$ cat src/rtl/dqpsk_pkg.sv
package dqpsk_pkg;
  localparam int PH_W = 3;
  typedef logic [PH_W-1:0] phase_t;
  typedef logic [1:0]      dibit_t;

  // step in pi/4 units; plain mode removes the pi/4 offset
  function automatic phase_t step_of(dibit_t d, logic shift);
    phase_t s;
    case (d)
      2'b00:   s = phase_t'(1);
      2'b01:   s = phase_t'(3);
      2'b10:   s = phase_t'(7);
      default: s = phase_t'(5);
    endcase
    if (!shift) s = s - phase_t'(1);
    return s;
  endfunction

  function automatic int cos_lvl(phase_t k, int full);
    int diag;
    diag = (full * 181) / 256;
    case (k)
      3'd0:       return full;
      3'd1, 3'd7: return diag;
      3'd3, 3'd5: return -diag;
      3'd4:       return -full;
      default:    return 0;
    endcase
  endfunction
endpackage

$ cat src/rtl/dqpsk_dibit_collect.sv
module dqpsk_dibit_collect
  import dqpsk_pkg::*;
(
  input  logic   clk_i,
  input  logic   rst_ni,
  input  logic   bit_en_i,
  input  logic   slot_i,
  input  logic   bit_i,
  output dibit_t dibit_o,
  output logic   dibit_vld_o
);
  logic have_x_q, x_q;

  always_ff @(posedge clk_i or negedge rst_ni) begin
    if (!rst_ni) begin
      have_x_q <= 1'b0;
      x_q      <= 1'b0;
    end else if (!slot_i) begin
      have_x_q <= 1'b0;
    end else if (bit_en_i) begin
      if (!have_x_q) x_q <= bit_i;
      have_x_q <= ~have_x_q;
    end
  end

  assign dibit_vld_o = slot_i & bit_en_i & have_x_q;
  assign dibit_o     = {x_q, bit_i};

  a_r3_drop_half: assert property (@(posedge clk_i) disable iff (!rst_ni)
    !slot_i |=> !have_x_q);
  a_r2_hold_pending: assert property (@(posedge clk_i) disable iff (!rst_ni)
    (slot_i && !bit_en_i) |=> $stable(have_x_q) && $stable(x_q));
  a_r8_spaced: assert property (@(posedge clk_i) disable iff (!rst_ni)
    dibit_vld_o |=> !dibit_vld_o);
endmodule

$ cat src/rtl/dqpsk_phase_accum.sv
module dqpsk_phase_accum
  import dqpsk_pkg::*;
(
  input  logic   clk_i,
  input  logic   rst_ni,
  input  dibit_t dibit_i,
  input  logic   dibit_vld_i,
  input  logic   shift_i,
  output phase_t phase_o,
  output logic   sym_vld_o
);
  phase_t phase_q;
  logic   vld_q;

  always_ff @(posedge clk_i or negedge rst_ni) begin
    if (!rst_ni) begin
      phase_q <= '0;
      vld_q   <= 1'b0;
    end else begin
      vld_q <= dibit_vld_i;
      if (dibit_vld_i) phase_q <= phase_q + step_of(dibit_i, shift_i);
    end
  end

  assign phase_o   = phase_q;
  assign sym_vld_o = vld_q;

  a_r5_odd_step: assert property (@(posedge clk_i) disable iff (!rst_ni)
    (dibit_vld_i && shift_i) |=> phase_q[0] != $past(phase_q[0]));
  a_r6_even_step: assert property (@(posedge clk_i) disable iff (!rst_ni)
    (dibit_vld_i && !shift_i) |=> phase_q[0] == $past(phase_q[0]));
  a_r4_hold_phase: assert property (@(posedge clk_i) disable iff (!rst_ni)
    !dibit_vld_i |=> $stable(phase_q) && !vld_q);
endmodule

$ cat src/rtl/dqpsk_iq_map.sv
module dqpsk_iq_map
  import dqpsk_pkg::*;
#(
  parameter int IQ_W = 10
) (
  input  phase_t                  phase_i,
  output logic signed [IQ_W-1:0]  i_o,
  output logic signed [IQ_W-1:0]  q_o
);
  localparam int FULL = (1 << (IQ_W - 1)) - 1;
  phase_t q_idx;

  // sin(k) = cos(k - 2)
  assign q_idx = phase_i - phase_t'(2);
  assign i_o   = IQ_W'(cos_lvl(phase_i, FULL));
  assign q_o   = IQ_W'(cos_lvl(q_idx, FULL));
endmodule

$ cat src/rtl/dqpsk_sym_enc.sv
module dqpsk_sym_enc
  import dqpsk_pkg::*;
#(
  parameter int IQ_W = 10
) (
  input  logic                   clk_i,
  input  logic                   rst_ni,
  input  logic                   bit_en_i,
  input  logic                   slot_i,
  input  logic                   bit_i,
  input  logic                   shift_mode_i,
  output logic [PH_W-1:0]        phase_o,
  output logic signed [IQ_W-1:0] i_o,
  output logic signed [IQ_W-1:0] q_o,
  output logic                   sym_vld_o
);
  dibit_t dibit;
  logic   dibit_vld;
  phase_t phase;

  dqpsk_dibit_collect u_collect (
    .clk_i(clk_i), .rst_ni(rst_ni), .bit_en_i(bit_en_i), .slot_i(slot_i),
    .bit_i(bit_i), .dibit_o(dibit), .dibit_vld_o(dibit_vld)
  );

  dqpsk_phase_accum u_accum (
    .clk_i(clk_i), .rst_ni(rst_ni), .dibit_i(dibit), .dibit_vld_i(dibit_vld),
    .shift_i(shift_mode_i), .phase_o(phase), .sym_vld_o(sym_vld_o)
  );

  dqpsk_iq_map #(.IQ_W(IQ_W)) u_map (
    .phase_i(phase), .i_o(i_o), .q_o(q_o)
  );

  assign phase_o = phase;

  a_r7_not_origin: assert property (@(posedge clk_i) disable iff (!rst_ni)
    (i_o != '0) || (q_o != '0));
endmodule

$ cat config.mk
export PLATFORM = sky130hd
export DESIGN_NAME = dqpsk_sym_enc
export DESIGN_NICKNAME = d
export VERILOG_FILES = /design/src/rtl/dqpsk_pkg.sv /design/src/rtl/dqpsk_dibit_collect.sv /design/src/rtl/dqpsk_phase_accum.sv /design/src/rtl/dqpsk_iq_map.sv /design/src/rtl/dqpsk_sym_enc.sv
export SDC_FILE = /design/constraint.sdc
export NUM_CORES = 1
export LEC_CHECK = 0
export BUFFER_PORTS_ARGS = -buffer_cell sky130_fd_sc_hd__buf_2
export CORE_AREA = 5 5 42 44
export CTS_CLUSTER_SIZE = 10
export DETAILED_ROUTE_END_ITERATION = 12
export DIE_AREA = 0 0 47 49
export MAX_ROUTING_LAYER = met4
export PLACE_DENSITY = 0.7
export RECOVER_POWER = 50
export SLEW_MARGIN = 30
export SYNTH_ARGS = -nofsm -noshare
export SYNTH_HDL_FRONTEND = slang
export SYNTH_SLANG_ARGS = --single-unit
$ cat constraint.sdc
create_clock -name clk_i -period 3.5 [get_ports clk_i]
set_clock_uncertainty 0.05 [all_clocks]
set_input_delay 0.35 -clock clk_i [delete_from_list [all_inputs] [get_ports clk_i]]
set_output_delay 0.35 -clock clk_i [all_outputs]
set_load 0.02 [all_outputs]
Word-level counts from Yosys, hierarchy flattened

Cells that the tools add are included.

Register bits after elaboration: 6
Latch bits: 0
RAM bits: 0
Bits in read-only memories: 0
Bits of input ports: 6
Output and inout bits: 24
Logic and storage cells: 39
Memories kept: 0

Add/sub/neg operators: 3
Multiply operators: 0
Div/mod/pow operators: 0
$lt $le $gt $ge: 0
Equal/unequal tests: 13
Shifts and indexed selects: 0
Muxes and demuxes: 8
Bitwise operators: 3
Reductions and logical operators: 8

Operators by type and width:

| kind                                                                   | count |
|---|---|
| 10-bit case mux with 4 select lines                                    | 2 |
| 3-bit equality test (second input constant)                            | 6 |
| 3-bit two-way mux                                                      | 3 |
| 3-bit case mux with 3 select lines                                     | 1 |
| 2-bit OR reduction                                                     | 4 |
| 3-bit by 1-bit equality test with 1-bit output (second input constant) | 2 |
| 3-bit by 2-bit equality test with 1-bit output (second input constant) | 2 |
| 3-bit logical NOT                                                      | 2 |
| 3-bit adder                                                            | 1 |
| 3-bit AND reduction                                                    | 1 |
| 3-bit by 1-bit subtractor with 3-bit output (second input constant)    | 1 |
| 3-bit by 2-bit subtractor with 3-bit output (second input constant)    | 1 |
| 1-bit bitwise AND                                                      | 2 |
| 2-bit by 1-bit equality test with 1-bit output (second input constant) | 1 |
| 2-bit equality test (second input constant)                            | 1 |
| 2-bit logical NOT                                                      | 1 |
| 1-bit two-way mux                                                      | 2 |
| 2-bit != test (second input constant)                                  | 1 |
| 1-bit inverter                                                         | 1 |

Longest topological paths before layout

Depth after elaboration: 7
Depth in mapped cells: 6
Gate-level depth less buffers: 6

Cells and area by module

From an unflattened synthesis, not the netlist that was laid out.

Cells, all modules: 52
Area total of the unflattened synthesis: 505.5 sq um

Modules (own cells, without submodules):

| module              | instances | cells each | area an instance (sq um) | sequential area each (sq um) |
|---|---|---|---|---|
| dqpsk_phase_accum   | 1         | 17         | 216.5                    | 100.1 |
| dqpsk_iq_map        | 1         | 26         | 178.9                    | 0.0 |
| dqpsk_dibit_collect | 1         | 9          | 110.1                    | 50.0 |

Worst setup path before layout

No wires, ideal clock.

Path type: reg2out
Start: register u_accum.phase_q[2] (netlist: u_accum.phase_o[2])
End: output port q_o[2]
Data arrival time: 1,737 ps
Required time: 3,100 ps
Slack: 1,363 ps
Stages on the path, launching flop included: 5
Buffers on the path: 2
Cells stage by stage: dfrtp_1 clkbuf_1 nand2b_1 o21ai_0 buf_4

Longest elaborated chain between the ends: 4
Elaborated cells on any way between the ends: 10
Classes of those cells: add/sub (1); eq/ne (5); mux (1); reduce/logical (3)

RTL lines:

| element                                                                | RTL line                | source |
|---|---|---|
| start, declared                                                        | dqpsk_phase_accum.sv:12 | `phase_t phase_q;` |
| start signal, assigned                                                 | dqpsk_phase_accum.sv:21 | `if (dibit_vld_i) phase_q <= phase_q + step_of(dibit_i, shift_i);` |
| 3-bit by 2-bit subtractor with 3-bit output *                          | dqpsk_iq_map.sv:14      | `assign q_idx = phase_i - phase_t'(2);` |
| 3-bit by 2-bit equality test with 1-bit output (tied with other cells) | dqpsk_pkg.sv:22         | `case (k)` |
| 2-bit OR reduction                                                     | dqpsk_pkg.sv:22         |  |
| 10-bit case mux with 4 select lines *                                  | dqpsk_pkg.sv:22         |  |
| end, declared                                                          | dqpsk_sym_enc.sv:14     | `output logic signed [IQ_W-1:0] q_o,` |

Every way passes the cells marked *; elsewhere a longest branch is shown, timed or not.

Worst setup path in the final report

Start: register u_accum.phase_q[0] (netlist: u_accum.phase_o[0])
End: register u_accum.phase_q[2] (netlist: u_accum.phase_o[2])

Longest elaborated chain between the ends: 1

RTL lines:

| element     | RTL line |
|---|---|
| 3-bit adder | dqpsk_phase_accum.sv:21 |

No other way between the ends.
A chain may end at the register's enable or synchronous reset.

==> results.md <==
* Status: finished clean
* Global route overflow at 0
* Die area at around 0.0023 mm²
* Cell count after synthesis at 56
* Finished Cell Area at 569 µm²
* WP buf/inv at 1
* Max-cap viol count at 0
* Most frequent cells in the layout: buf_2, clkbuf_1, o21ai_0, dfrtp_1, nand2_1
* Most common cell after layout, fill and taps aside: buf_2
* Yosys cell types at 21
* Overall Global Routing Usage at 8.44%
* Worst min path class: in2reg
* Largest net degree at the start of global routing at 12
* Endpoints failing setup at 0
* Syn Std Cell Area at roughly 480 µm²
* Die Height at about 49 µm
* Vias in the first global route at 302
* Length of routed wiring on met1 at 376 µm
* Vias at 401
* Period utilization at roughly 54%
* Crit start category: flip-flop
* CTS buffer count at 3
* Setup CP Type: reg2reg
* Root buf cell: clkbuf_4
* Slew HR at 77.8%
* Tmin final at 1.89 ns
* Syn_nets at 66
* Core area at 0.00140 mm²
* Routed len/inst at about 10 µm
* Clk sink count at 6
* Met2 WL post-DR at ~390 µm
* Fmax at between 0.5 and 0.6 GHz
* Die X at 47 µm
* Post-DR vias/cell at approximately 4.4
* CP Cell Sequence: ha_1 -> inv_1 -> fa_1 -> or3_1 -> a21oi_1 -> xor2_1
* Seq cells post-synth at 6
* Seq/Total Area, Yosys at a little under a third
* Unrepaired setup endpoints after global routing: no
* Nets at 87
* First-pass GRT wire length at 1300 µm
* Yosys warns at 0
* Initial antenna violation count at 0
* Critical path arrival at about 2 ns
* CP max FO at 11
* Clk slew on worst S/H paths at roughly 0.05 ns
* Drt total wl at 954 µm
* Drt pass-1 iters at 4
* Ant. Diodes at 0
* Critical Path RT at about 3.6 ns
* CTS H-tree depth at 1
* Slew @ Worst Pin at about 0.33 ns
* Post-route DRC at 0
* Worst setup EP type: flip-flop
* IO Port Bufs at 29
* Critical Path Max Stage Delay at about 0.49 ns
* FP Rows at 14
* Top Layer Used: met4
* GPL Wtd Cong at roughly 0.70
* # resized after CTS at 0
* Setup TNS at 0 ns
* Share of cells above drive strength 1 at 34.7%
* Starting DRT DRC Count at 3
* Met3 WL post-DR at 176 µm
* Slowest cell on crit path: dfrtp_1
* Endpoints failing hold at 0
* DP Area at between 500 and 600 µm²
* Layout area overhead at 17.9%
* Hold Worst Slack at 0.311 ns
* Worst-Skew Late Latency at 0.25 ns
* Post-DP HPWL at 774 µm
* Avg Cell Area, Syn at approximately 8.6 µm²
* IO Pins at 30
* Setup bufs post-CTS at 0
* CTS tree: done
* Slew Limit Fails at 0
* CP top delay family: adder cells
* Initial Util at 34.5%
* Final ANT Viol Nets at 0
* Clk buf depth at 2
==> timing repair <==
| item | CTS | global route |
|---|---|---|
| setup endpoints to repair | 0 | 0 |
| endpoints found under the hold margin | 6 | 0 |
| hold buffers | 1 | 0 |
==> kinds of logic after synthesis <==
family | after synthesis | synth area share [%]
adder cells (fa/ha/maj) | 4 | 11.9
XOR/XNOR | 2 | 3.63
buffers and inverters | 18 | 23.3
AO/OA/AOI/OAI | 8 | 8.55
flip-flops | 6 | 31.1
AND/OR/NAND/NOR | 17 | 19.2
multiplexers | 1 | 2.33
==> cell type report <==
class                      instances  area, µm²
fill                             150        832
clock buffer                       3       22.5
tap                               16       20.0
sequential                         6        150
multi-input combinational         32        215
inverter                           4       15.0
timing repair buffer              30        146
==> flip-flops by register name, summed over array words and instances (netlist names) <==
name                flops
u_accum.phase_o         3
u_accum.sym_vld_o       1
u_collect.have_x_q      1
u_collect.x_q           1
==> cells in the mapped netlist <==
library cell	instances	share of area, %
a21oi_1	1	1.0
a31oi_1	1	1.3
and2_1	2	2.6
buf_4	12	19
clkbuf_1	2	1.6
dfrtp_1	6	31
fa_1	1	4.1
ha_1	3	7.8
inv_1	4	3.1
mux2_2	1	2.3
nand2_1	5	3.9
nand2b_1	2	2.6
nand3_1	1	1.0
nand3_2	1	2.1
nand3b_1	1	1.6
nor2_1	2	1.6
nor2b_1	1	1.3
o21ai_0	6	6.2
or2_1	1	1.3
or3_1	1	1.3
xor2_1	2	3.6
==> per-layer routing <==
metal | vias up | global-route usage [%]
li1 | 206 | -
met1 | 163 | 10.1
met2 | 30 | 10.6
met3 | 2 | 3.32
met4 | 0 | 6.91
met5 | - | -
==> worst reg2reg max path, delay by kind of cell (launching register included) <==
| kind | cells | cell delay [ns] |
|---|---|---|
| compound gates | 1 | 0.19 |
| simple gates | 1 | 0.31 |
| xor+xnor | 1 | 0.15 |
| buf+inv | 1 | 0.05 |
| fa+ha+maj | 2 | 0.57 |
| flops | 1 | 0.49 |
==> metrics by stage <==
stage	setup slack [ns]	std cells	util, %
after global routing	1.43	91	40.6
final	1.61	91	40.6
after global placement	1.55	87	39.3
after floorplan	1.36	56	-
after detailed placement	1.51	87	39.3
after CTS	1.60	91	41.6
==> final timing paths <==
kind | from | to | slack [ns] | depth (start not counted)
max | u_accum.phase_o[0] | u_accum.phase_o[2] | 1.61 | 6
min | slot_i | u_collect.have_x_q | 0.31 | 2
max reg2reg | u_accum.phase_o[0] | u_accum.phase_o[2] | 1.61 | 6
min reg2reg | u_collect.x_q | u_collect.x_q | 0.49 | 2
max in group asynchronous | rst_ni | u_accum.phase_o[0] | 2.69 | 2
min in group asynchronous | rst_ni | u_collect.have_x_q | 0.46 | 2
Power is not shown: default switching activity piles up to over one toggle a cycle in this logic, so the estimate is an artifact.
